<file path="config.mk">
export PLATFORM = sky130hd
export DESIGN_NAME = vcap_top
export DESIGN_NICKNAME = d
export VERILOG_FILES = /design/src/rtl/vcap_pkg.sv /design/src/rtl/vcap_lane_pick.sv /design/src/rtl/vcap_x2_pair.sv /design/src/rtl/vcap_ddr_merge.sv /design/src/rtl/vcap_top.sv
export SDC_FILE = /design/constraint.sdc
export NUM_CORES = 1
export LEC_CHECK = 0
export BUFFER_PORTS_ARGS = -buffer_cell sky130_fd_sc_hd__buf_4
export CAP_MARGIN = 25
export CORE_ASPECT_RATIO = 1.4
export CORE_MARGIN = 4
export CORE_UTILIZATION = 40
export DETAILED_ROUTE_END_ITERATION = 6
export GPL_ROUTABILITY_DRIVEN = 0
export HOLD_SLACK_MARGIN = 0.03
export MAX_ROUTING_LAYER = met4
export PLACE_DENSITY = 0.64
export SYNTH_ARGS = -nofsm -noshare
export SYNTH_HDL_FRONTEND = slang
export SYNTH_HIERARCHICAL = 1
export SYNTH_SLANG_ARGS = --single-unit
</file>
<file path="constraint.sdc">
create_clock -name clk -period 2.5 [get_ports clk]
set_clock_uncertainty 0.05 [all_clocks]
set_input_delay 0.125 -clock clk [delete_from_list [all_inputs] [get_ports clk]]
set_output_delay 0.125 -clock clk [all_outputs]
set_load 0.005 [all_outputs]
</file>
<file path="src/rtl/vcap_pkg.sv">
package vcap_pkg;

  typedef enum logic [1:0] {
    MODE_FULL = 2'd0,
    MODE_WIDE = 2'd1,
    MODE_X2   = 2'd2,
    MODE_DDR  = 2'd3
  } vc_mode_e;

  typedef enum logic [1:0] {
    JUST_EVEN  = 2'd0,
    JUST_RIGHT = 2'd1,
    JUST_LEFT  = 2'd2,
    JUST_ALT   = 2'd3
  } vc_just_e;

  // which component a lane picker extracts
  localparam int SLOT_NARROW = 0;
  localparam int SLOT_WIDE_Y = 1;
  localparam int SLOT_WIDE_C = 2;

  typedef struct packed {
    logic de;
    logic hs;
    logic vs;
  } vc_sync_t;

endpackage

</file>
<file path="src/rtl/vcap_lane_pick.sv">
module vcap_lane_pick
  import vcap_pkg::*;
#(
  parameter int BUS_W = 24,
  parameter int CW    = 12,
  parameter int SLOT  = SLOT_NARROW
) (
  input  logic [BUS_W-1:0] bus_i,
  input  vc_just_e         just_i,
  output logic [CW-1:0]    comp_o
);

  localparam int LANE_W = BUS_W / 3;
  localparam int XW     = CW - LANE_W;      // extra low bits beyond one lane
  localparam int TOP    = BUS_W - 1;
  // slice positions for each layout, chosen by the slot variant
  localparam int R_MSB  = (SLOT == SLOT_WIDE_Y) ? 2*CW - 1 : CW - 1;
  localparam int L_MSB  = (SLOT == SLOT_WIDE_C) ? TOP - CW : TOP;
  localparam int E_MSB  = (SLOT == SLOT_WIDE_C) ? LANE_W - 1 : 2*LANE_W - 1;
  localparam int X_MSB  = (SLOT == SLOT_WIDE_C) ? TOP - XW : TOP;

  logic [CW-1:0] right_v;
  logic [CW-1:0] left_v;
  logic [CW-1:0] even_v;

  assign right_v = bus_i[R_MSB -: CW];
  assign left_v  = bus_i[L_MSB -: CW];

  generate
    if (XW > 0) begin : g_split
      // high byte in its own lane, remaining low bits in the top lane
      assign even_v = {bus_i[E_MSB -: LANE_W], bus_i[X_MSB -: XW]};
    end else begin : g_whole
      assign even_v = bus_i[E_MSB -: LANE_W];
    end
  endgenerate

  always_comb begin
    case (just_i)
      JUST_RIGHT: comp_o = right_v;
      JUST_LEFT:  comp_o = left_v;
      default:    comp_o = even_v;
    endcase
  end

endmodule

</file>
<file path="src/rtl/vcap_x2_pair.sv">
module vcap_x2_pair
  import vcap_pkg::*;
#(
  parameter int CW = 12
) (
  input  logic          clk,
  input  logic          rst_n,
  input  logic          de_i,
  input  logic [CW-1:0] comp_i,
  output logic          first_o,
  output logic          load_o,
  output logic [CW-1:0] chroma_o
);

  logic de_d;
  logic prev_first;
  logic de_rise;

  // a DE rising edge restarts the pairing on a chroma beat
  assign de_rise = de_i & ~de_d;
  assign first_o = de_rise | ~prev_first;
  assign load_o  = ~first_o;

  always_ff @(posedge clk or negedge rst_n) begin
    if (!rst_n) begin
      de_d       <= 1'b0;
      prev_first <= 1'b0;
      chroma_o   <= '0;
    end else begin
      de_d       <= de_i;
      prev_first <= first_o;
      if (first_o) chroma_o <= comp_i;
    end
  end

  AST_PAIR_ALTERNATES: assert property (@(posedge clk) disable iff (!rst_n)
    load_o |=> first_o);

endmodule

</file>
<file path="src/rtl/vcap_ddr_merge.sv">
module vcap_ddr_merge
  import vcap_pkg::*;
#(
  parameter int BUS_W = 24,
  parameter int CW    = 12
) (
  input  logic             clk,
  input  logic             rst_n,
  input  logic [BUS_W-1:0] bus_i,
  input  vc_sync_t         sync_i,
  input  vc_just_e         just_i,
  input  logic             rise_first_i,
  output logic [CW-1:0]    y_o,
  output logic [CW-1:0]    c_o,
  output vc_sync_t         sync_o
);

  logic [BUS_W-1:0] rise_q;   // rising-edge half
  logic [BUS_W-1:0] fall_q;   // falling-edge half
  logic [BUS_W-1:0] fall_hold; // previous falling half, seen at the rising edge
  vc_sync_t         rise_sync_q;
  logic [BUS_W-1:0] c_raw;
  logic [BUS_W-1:0] y_raw;

  always_ff @(posedge clk or negedge rst_n) begin
    if (!rst_n) begin
      rise_q      <= '0;
      rise_sync_q <= '0;
      fall_hold   <= '0;
    end else begin
      rise_q      <= bus_i;
      rise_sync_q <= sync_i;
      fall_hold   <= fall_q;
    end
  end

  always_ff @(negedge clk or negedge rst_n) begin
    if (!rst_n) fall_q <= '0;
    else        fall_q <= bus_i;
  end

  // rise then fall of the same clock; R7: fall of the previous clock then rise
  assign c_raw  = rise_first_i ? rise_q : fall_hold;
  assign y_raw  = rise_first_i ? fall_q : rise_q;
  assign sync_o = rise_sync_q;   // syncs come from the rising half

  vcap_lane_pick #(.BUS_W(BUS_W), .CW(CW), .SLOT(SLOT_NARROW)) u_pick_c (
    .bus_i  (c_raw),
    .just_i (just_i),
    .comp_o (c_o)
  );

  vcap_lane_pick #(.BUS_W(BUS_W), .CW(CW), .SLOT(SLOT_NARROW)) u_pick_y (
    .bus_i  (y_raw),
    .just_i (just_i),
    .comp_o (y_o)
  );

endmodule

</file>
<file path="src/rtl/vcap_top.sv">
module vcap_top
  import vcap_pkg::*;
#(
  parameter int BUS_W = 24,
  parameter int CW    = 12
) (
  input  logic             clk,
  input  logic             rst_n,
  input  logic [1:0]       mode_i,
  input  logic [1:0]       just_i,
  input  logic             ddr_rise_first_i,
  input  logic [BUS_W-1:0] bus_i,
  input  logic             de_i,
  input  logic             hs_i,
  input  logic             vs_i,
  output logic [CW-1:0]    comp0_o,
  output logic [CW-1:0]    comp1_o,
  output logic [CW-1:0]    comp2_o,
  output logic             de_o,
  output logic             hs_o,
  output logic             vs_o,
  output logic             pix_vld_o
);

  localparam int LANE_W = BUS_W / 3;

  // ---------------- configuration, taken in blanking only
  vc_mode_e mode_q;
  vc_just_e just_q;
  logic     lead_q;
  logic     cfg_open;

  assign cfg_open = ~de_i;

  always_ff @(posedge clk or negedge rst_n) begin
    if (!rst_n) begin
      mode_q <= MODE_FULL;
      just_q <= JUST_EVEN;
      lead_q <= 1'b1;
    end else if (cfg_open) begin
      mode_q <= vc_mode_e'(mode_i);
      just_q <= vc_just_e'(just_i);
      lead_q <= ddr_rise_first_i;
    end
  end

  AST_CFG_FROZEN: assert property (@(posedge clk) disable iff (!rst_n)
    de_i |=> ($stable(mode_q) && $stable(just_q) && $stable(lead_q)));

  // ---------------- component pickers on the live bus
  logic [CW-1:0] wide_y;
  logic [CW-1:0] wide_c;
  logic [CW-1:0] narrow_v;
  vc_sync_t      live_sync;

  assign live_sync = '{de: de_i, hs: hs_i, vs: vs_i};

  vcap_lane_pick #(.BUS_W(BUS_W), .CW(CW), .SLOT(SLOT_WIDE_Y)) u_pick_wy (
    .bus_i (bus_i), .just_i (just_q), .comp_o (wide_y)
  );
  vcap_lane_pick #(.BUS_W(BUS_W), .CW(CW), .SLOT(SLOT_WIDE_C)) u_pick_wc (
    .bus_i (bus_i), .just_i (just_q), .comp_o (wide_c)
  );
  vcap_lane_pick #(.BUS_W(BUS_W), .CW(CW), .SLOT(SLOT_NARROW)) u_pick_n (
    .bus_i (bus_i), .just_i (just_q), .comp_o (narrow_v)
  );

  // ---------------- doubled-clock pairing
  logic          x2_first;
  logic          x2_load;
  logic [CW-1:0] x2_chroma;

  vcap_x2_pair #(.CW(CW)) u_x2 (
    .clk      (clk),
    .rst_n    (rst_n),
    .de_i     (de_i),
    .comp_i   (narrow_v),
    .first_o  (x2_first),
    .load_o   (x2_load),
    .chroma_o (x2_chroma)
  );

  // ---------------- dual-edge merge
  logic [CW-1:0] ddr_y;
  logic [CW-1:0] ddr_c;
  vc_sync_t      ddr_sync;

  vcap_ddr_merge #(.BUS_W(BUS_W), .CW(CW)) u_ddr (
    .clk          (clk),
    .rst_n        (rst_n),
    .bus_i        (bus_i),
    .sync_i       (live_sync),
    .just_i       (just_q),
    .rise_first_i (lead_q),
    .y_o          (ddr_y),
    .c_o          (ddr_c),
    .sync_o       (ddr_sync)
  );

  // ---------------- output selection
  function automatic logic [CW-1:0] widen(input logic [LANE_W-1:0] v);
    logic [CW-1:0] t;
    t = '0;
    t[CW-1 -: LANE_W] = v;
    return t;
  endfunction

  logic [CW-1:0] nxt_c0;
  logic [CW-1:0] nxt_c1;
  logic [CW-1:0] nxt_c2;
  vc_sync_t      nxt_sync;
  logic          nxt_load;

  always_comb begin
    nxt_c2   = '0;
    nxt_sync = live_sync;
    nxt_load = 1'b1;
    case (mode_q)
      MODE_FULL: begin
        nxt_c0 = widen(bus_i[2*LANE_W-1 -: LANE_W]);
        nxt_c1 = widen(bus_i[LANE_W-1:0]);
        nxt_c2 = widen(bus_i[BUS_W-1 -: LANE_W]);
      end
      MODE_WIDE: begin
        nxt_c0 = wide_y;
        nxt_c1 = wide_c;
      end
      MODE_X2: begin
        nxt_c0   = narrow_v;
        nxt_c1   = x2_chroma;
        nxt_load = x2_load;
      end
      default: begin
        nxt_c0   = ddr_y;
        nxt_c1   = ddr_c;
        nxt_sync = ddr_sync;
      end
    endcase
  end

  // one shared output stage keeps syncs and data on the same delay
  always_ff @(posedge clk or negedge rst_n) begin
    if (!rst_n) begin
      comp0_o   <= '0;
      comp1_o   <= '0;
      comp2_o   <= '0;
      de_o      <= 1'b0;
      hs_o      <= 1'b0;
      vs_o      <= 1'b0;
      pix_vld_o <= 1'b0;
    end else begin
      pix_vld_o <= nxt_load;
      if (nxt_load) begin
        comp0_o <= nxt_c0;
        comp1_o <= nxt_c1;
        comp2_o <= nxt_c2;
        de_o    <= nxt_sync.de;
        hs_o    <= nxt_sync.hs;
        vs_o    <= nxt_sync.vs;
      end
    end
  end

  AST_VLD_STEADY: assert property (@(posedge clk) disable iff (!rst_n)
    (mode_q != MODE_X2) |=> pix_vld_o);

  AST_C2_ZERO: assert property (@(posedge clk) disable iff (!rst_n)
    (mode_q != MODE_FULL) |=> (comp2_o == '0));

  AST_DDR_SYNC_SRC: assert property (@(posedge clk) disable iff (!rst_n)
    (mode_q == MODE_DDR) |=> (de_o == $past(ddr_sync.de)));

endmodule

</file>
==> run_results.csv, run 1 <==
group,metric,value,unit
setup_path,criticalPathCategory,"reg2reg",
synthesis,synth_area_per_cell,12.2,sq um
synthesis,ys_top_cells_by_area,"dfrtp_1, mux2_4, dfrtn_1, mux2_2, nand2_1",
synthesis,synth_top_flop_cell,"dfrtp_1",
finish,diodes,0,
synthesis,synth-edff-count,0,
place,place_ws,-201,ps
synthesis,yosysMostFrequentCell,"dfrtp_1",
power,power_leakage,3.78,nW
timing,final-setup-viol-count,11,
grt,grt_max_degree,50,
setup_path,cp-start-kind,"flip-flop",
power,power,7.03,mW
timing,worstMarginPinSlew,932,ps
synthesis,ys_async_sr_fraction,100,%
drt,drtAntennaViolNets,0,
synthesis,synth_common_cells,"dfrtp_1, nand2_1, mux2_4",
clock_network,cts-buffers-inserted,17,
drt,first_iter_violations,454,
timing,slew_headroom,37.6,%
clock_network,post_cts_buffers,0,
synthesis,synth_seq_cells,130,
grt,antenna_found_initial,0,
finish,final_core_util,52.0,%
grt,gr-total-overflow,0,
timing,rsz0062_at_grt,"yes",
synthesis,syn_area,0.00647,sq mm
synthesis,ys_types,33,
setup_path,end_kind,"flip-flop",
synthesis,synth_top_cell_area_share,40.6,%
die,die_area,0.0183,sq mm
outcome,failed_checks,"negative setup slack",
clock_network,cts-root-buf,"clkbuf_16",
synthesis,synthCells,531,
drt,drt_wl_total,18500,um
drt,first_pass_iters,7,
drt,vias,4828,
die,die_y,158,um
synthesis,yosys_warnings,6,
outcome,status,"finished with violations",
timing,maxSlewViolCount,0,
run,maxCapViolations,0,
drt,wl_per_cell,22.0,um
die,core,0.0157,sq mm
power,powerDensity,859,mW/mm^2
place,hpwl,12500,um
clock_network,h-tree-depth,4,
worst_hold_path,worstHoldPathType,"in2async",
die,ios,74,
grt,grt_pass1_vias,5061,
finish,nets,675,
clock_network,cts_tree,"built",
power,ir_worst_vdd,498,uV
grt,grt.total_usage,21.7,%
setup_path,path_max_fanout,2,
timing,finalHoldViolCount,0,
synthesis,ys_seq_area_share,50.3,%
setup_path,critPathRequiredTime,2740,ps
die,die-width,115,um
synthesis,synth_largest_area_cell,"dfrtp_1",
clock_network,cts.sinks,130,
drt,drc,0,
clock_network,cts.clk_slew.worst_paths,60,ps
clock_network,cts_buffer_depth,2,
setup_path,arrival,2910,ps
die,start_util,41.1,%
drt,drt-vias-per-instance,5.72,
grt,grt_pass1_wl,28900,um
clock_network,worst_skew_pair.late_latency,410,ps
finish,synthToLayoutAreaGrowth,26.5,%
place,io_buffers,69,
finish,drive_above_1_share,36.0,%
timing,worst_slack,-170,ps
die,num_rows,54,
## final timing paths
| path | from | to | slack (ps) | cells after the start |
|---|---|---|---|---|
| hold reg to reg | u_x2/chroma_o[0] | u_x2/chroma_o[0] | 450 | 1 |
| max in group asynchronous | rst_n | u_ddr/fall_q[21] | 630 | 3 |
| setup reg to reg | u_ddr/fall_q[10] | comp0_o[10] | -170 | 5 |
| setup / recovery | u_ddr/fall_q[10] | comp0_o[10] | -170 | 5 |
| hold / removal | rst_n | u_ddr/rise_q[16] | 80 | 2 |
| min in group clk | hs_i | u_ddr/sync_o[1] | 320 | 2 |
## worst max-delay path, stage by stage, from the launching register on
cell and delay [ps]:
dfrtn_1 340, mux2_4 300, a22oi_2 150, o21ai_1 100, a222oi_1 300, nand2_1 100
## cells in the final DEF, fill, tap and decap left out, types with 2 or more instances in the layout
cell	n
conb_1	4
o21ai_1	38
a22oi_2	5
inv_1	8
nor2_1	10
clkinvlp_4	2
clkinv_2	2
mux2_1	10
mux2_4	57
mux2_2	38
nor2b_1	6
a22o_1	6
and2_1	8
clkbuf_16	17
clkbuf_8	2
dfrtp_1	105
dfrtn_1	24
a22oi_1	31
buf_12	5
ha_1	6
a21oi_1	8
a211oi_1	8
dlygate4sd3_1	33
o21ai_0	11
a222oi_1	16
bufinv_16	6
and2b_1	4
nand2_1	77
clkinv_4	3
o21ai_2	4
buf_4	86
xnor2_2	2
## per-layer routing
| layer | up-vias | part of all wire, % | global-route usage (%) | routed length, um |
|---|---|---|---|---|
| li1 | 2121 | - | - | - |
| met2 | 209 | 51 | 36.5 | 9540 |
| met1 | 2445 | 39 | 25.2 | 7220 |
| met3 | 53 | 5.7 | 4.37 | 1050 |
| met5 | - | 0 | - | 0 |
| met4 | 0 | 3.9 | 9.45 | 724 |
## power by group
group          internal, mW  switching [mW]  total [mW]
Sequential             2.35           0.173        2.52
Combinational         0.832           0.822        1.65
Clock                  1.92           0.934        2.86
Total                  5.10            1.93        7.03
## logic make-up (layout without fill, tap and decap cells)
logic type                 count (synthesis)  in the layout  synth area share (%)
AOI/OAI and AO/OA                        128            128                  13.5
adders and majority gates                  6              6                  1.16
and+or+nand+nor                          107            107                  7.18
xor gates and xnor gates                   2              2                 0.503
buffers and inverters                     52            166                  6.19
muxes                                    105            105                  21.1
DFF                                      130            130                  50.3
other                                      1              4                0.0580
## flip-flops by register name, indices dropped and copies added (netlist names), 3 cells and up
name	cells
u_ddr/fall_hold	24
u_x2/chroma_o	12
comp1_o	12
comp0_o	12
comp2_o	8
u_ddr/rise_q	24
u_ddr/fall_q	24
u_ddr/sync_o	3
## stage by stage
stage | cells | instance area [sq um] | hold WS (ps) | TNS, ps
2_1_floorplan | 534 | 6490 | -221 | -396
3_3_place_gp | 779 | 7120 | -34.5 | -1060
3_5_place_dp | 779 | 7120 | -28.6 | -1350
4_1_cts | 844 | 8170 | 79.9 | -1160
5_1_grt | 844 | 8190 | 96.8 | -2020
6_report | 844 | 8190 | 79.6 | -1120
## timing repair
item,4_1_cts,5_1_grt
gates resized for setup,11,7
hold buffers,33,0
pin swaps,3,9
endpoints found under the hold margin,127,0
setup endpoints to repair,12,12
## cell type report
type	instances	area (sq um)
clock buffer	19	453
clock inverter	13	231
fill	1350	7560
inverter	10	37.5
multi-input combinational	352	2890
sequential	130	3250
tap	196	245
timing repair buffer	124	1080
Note: power is estimated with default switching activity, not from simulation.
==> inputs of run 2 (changes only) <==
--- a/config.mk
+++ b/config.mk
@@ -5,6 +5,7 @@
 export SDC_FILE = /design/constraint.sdc
 export NUM_CORES = 1
 export LEC_CHECK = 0
+export ABC_AREA = 1
 export BUFFER_PORTS_ARGS = -buffer_cell sky130_fd_sc_hd__buf_4
 export CAP_MARGIN = 25
 export CORE_ASPECT_RATIO = 1.4
==> run 2 against run 1 <==
  * The flow still finishes with violations (negative setup slack)
  * Worst hold slack got worse by 53 ps
  * Core utilization shrank 2.5 points
  * Clock power shrank 14%
  * Routed wire length grew 17%
  * Critical path type unchanged
  * Largest power group is now registers
  * Highest routed layer unchanged
==> run_results.csv, run 2 <==
group,metric,value,unit
clock_network,cts.sinks,130,
setup_path,slowest_delay,400,ps
timing,finalHoldViolCount,0,
setup_path,arrival,2870,ps
timing,rsz0062_at_grt,"yes",
synthesis,synth_common_cells,"nand2_1, nand3_1, dfrtp_1",
synthesis,muxShareOfSynthArea,0.322,%
synthesis,yosys.area_share.simple,40.7,%
timing,slew_headroom,42.9,%
synthesis,synth_compound_area_share,1.61,%
drt,drc,0,
place,io_buffers,69,
clock_network,h-tree-depth,4,
synthesis,synth_largest_area_cell,"dfrtp_1",
synthesis,synth_seq_cells,130,
grt,gr-total-overflow,0,
die,ios,74,
clock_network,worst_skew_pair.late_latency,420,ps
drt,drt_wl_total,21700,um
synthesis,synthCells,979,
synthesis,yosysMostFrequentCell,"nand2_1",
finish,fillers,1706,
drt,drt-vias-per-instance,5.06,
place,place_ws,-72.7,ps
timing,maxSlewViolCount,0,
setup_path,r2r_start,"u_ddr/fall_q[11]",
setup_path,rr_worst_depth,12,
clock_network,cts_tree,"built",
timing,setup_tns,-193,ps
die,die_y,165,um
place,placed_cell_area,0.00753,sq mm
power,p_int,4.49,mW
setup_path,cpMaxStageDelayCell,"dfrtn_1",
clock_network,cts-buffers-inserted,17,
synthesis,ys_seq_area_share,46.5,%
drt,wl_met2,10700,um
power,clock_power_share,37.3,%
outcome,failed_checks,"negative setup slack",
timing,worst_slack,-63.0,ps
power,power_leakage,4.69,nW
run,maxCapViolations,0,
drt,route.top_layer_used,"met4",
die,die_area,0.0197,sq mm
finish,final_cell_mix,"nand2_1, nand3_1, dfrtp_1",
synthesis,synth_top_family_by_area,"simple AND/OR/NAND/NOR gates",
synthesis,syn_area,0.00700,sq mm
setup_path,cp-start-kind,"flip-flop",
die,core,0.0173,sq mm
synthesis,synth_area_per_cell,7.15,sq um
finish,fin_area,0.00853,sq mm
finish,layout.cells.non_filler,1313,
setup_path,critPathRequiredTime,2810,ps
die,die-width,120,um
drt,met3_length,1400,um
timing,whs,26.8,ps
grt,grt_pass1_vias,6393,
power,power,6.58,mW
drt,first_pass_iters,5,
clock_network,cts_buffer_depth,2,
finish,final_core_util,49.4,%
setup_path,r2r_setup_slack,-60,ps
finish,drive_above_1_share,16.1,%
grt,grt.total_usage,23.2,%
synthesis,synth-edff-count,0,
synthesis,ys_async_sr_fraction,100,%
power,ir_worst_vdd,459,uV
power,p_sw,2.10,mW
finish,synthToLayoutAreaGrowth,21.9,%
power,combPwrFrac,24.5,%
place,hpwl,15000,um
finish,nets,1104,
power,netSwitchingFraction,31.9,%
finish,layout_commonest_cell,"nand2_1",
power,p_seq_share,38.2,%
die,num_rows,57,
drt,vias,6649,
finish,diodes,0,
setup_path,end_kind,"flip-flop",
synthesis,synth_xor_area_share,0,%
synthesis,synthAdderAreaFrac,1.07,%
setup_path,criticalPathCategory,"reg2reg",
die,start_util,40.6,%
place,dp_cells,1244,
grt,grt_max_degree,50,
clock_network,cts-root-buf,"clkbuf_16",
setup_path,rr_endpoint,"comp0_o[11]",
synthesis,synth_top_cell_area_share,37.5,%
outcome,status,"finished with violations",
worst_hold_path,worstHoldPathType,"in2async",
drt,wl_per_cell,16.5,um
synthesis,synth_top_flop_cell,"dfrtp_1",
synthesis,ys_types,23,
grt,grt_pass1_wl,34400,um
finish,reg.largest.list,"u_ddr/fall_hold x24, u_ddr/fall_q x24, u_ddr/rise_q x24",
drt,met1_length,8430,um
setup_path,path_max_fanout,2,
timing,final-setup-viol-count,5,
drt,drtAntennaViolNets,0,
grt,antenna_found_initial,0,
synthesis,yosys_warnings,6,
setup_path,critPathMostFrequentCell,"nand2_1",
drt,first_iter_violations,782,
synthesis,ys_top_cells_by_area,"dfrtp_1, nand2_1, nand3_1, dfrtn_1, buf_6",
setup_path,cp_cell_sequence,"nand2_1 > nand2_1 > nand2_1 > nand2_1 > nand2_1 > nand2_1 > inv_2 > nand3_2 > nand2_2 > inv_2 > nand2_2 > nand2_2",
timing,worstMarginPinSlew,857,ps
power,powerDensity,772,mW/mm^2
clock_network,cts.clk_slew.worst_paths,60,ps
==> run 2: changes by cell type after synthesis, moves of 10 or more <==
cell / previous run / this run
a222oi_1: 16 / 0
a22oi_1: 36 / 0
buf_4: 8 / 19
inv_1: 8 / 40
inv_2: 1 / 14
mux2_1: 10 / 0
mux2_2: 47 / 2
mux2_4: 48 / 0
nand2_1: 77 / 552
nand3_1: 0 / 140
o21ai_0: 17 / 5
o21ai_1: 33 / 12
==> run 2: layout make-up <==
type	instances	area (sq um)	area share [%]
clock inverter	9	105	1.23
sequential	130	3260	38.1
timing repair buffer	124	1060	12.4
tap	236	295	3.46
inverter	55	209	2.45
clock buffer	23	478	5.60
multi-input combinational	736	3130	36.7
==> run 2: worst max-delay path: cells and delay by family (launching register included) <==
kind / cells / cell delay (ps)
AND/OR/NAND/NOR: 10 / 730
buffers and inverters: 2 / 100
flip-flops: 1 / 400
==> run 2: power by group through the flow <==
stage	Clock [mW]	Sequential, mW	Combinational [mW]
2_1_floorplan	0	2.50	0.979
3_3_place_gp	0	2.55	1.51
3_5_place_dp	0	2.55	1.52
4_1_cts	2.49	2.52	1.58
5_1_grt	2.59	2.54	1.80
6_report	2.46	2.52	1.61
==> run 2: repair_timing <==
action                                 in CTS  in global routing
setup endpoints to repair                   7                 12
resized for setup                           9                 16
pin swaps                                  12                 21
setup buffers                               3                  1
endpoints found under the hold margin     148                  0
hold buffers                               33                  0
==> run 2: how the worst max path moves through the flow <==
stage	cells past startpoint	slack [ps]	startpoint	end
after global placement	12	-80	u_ddr/fall_q[20]	comp0_o[8]
after floorplan	12	190	u_ddr/fall_q[21]	comp0_o[9]
final	12	-60	u_ddr/fall_q[11]	comp0_o[11]
after CTS	12	-3	u_ddr/fall_q[11]	comp0_o[11]
after global routing	12	-150	u_ddr/fall_q[11]	comp0_o[11]
after detailed placement	12	-70	u_ddr/fall_q[11]	comp0_o[11]
==> run 2: logic make-up after synthesis <==
kind of cell / Yosys count
AND/OR/NAND/NOR: 703
AO/OA/AOI/OAI: 21
buffers and inverters: 116
multiplexers: 2
other: 1
adder cells (fa/ha/maj): 6
flip-flops: 130
==> run 2: metal layers <==
layer	up-vias	GRT usage [%]
met1	3094	27.4
met3	72	3.77
met4	0	11.8
li1	3187	-
met2	296	38.7
met5	-	-
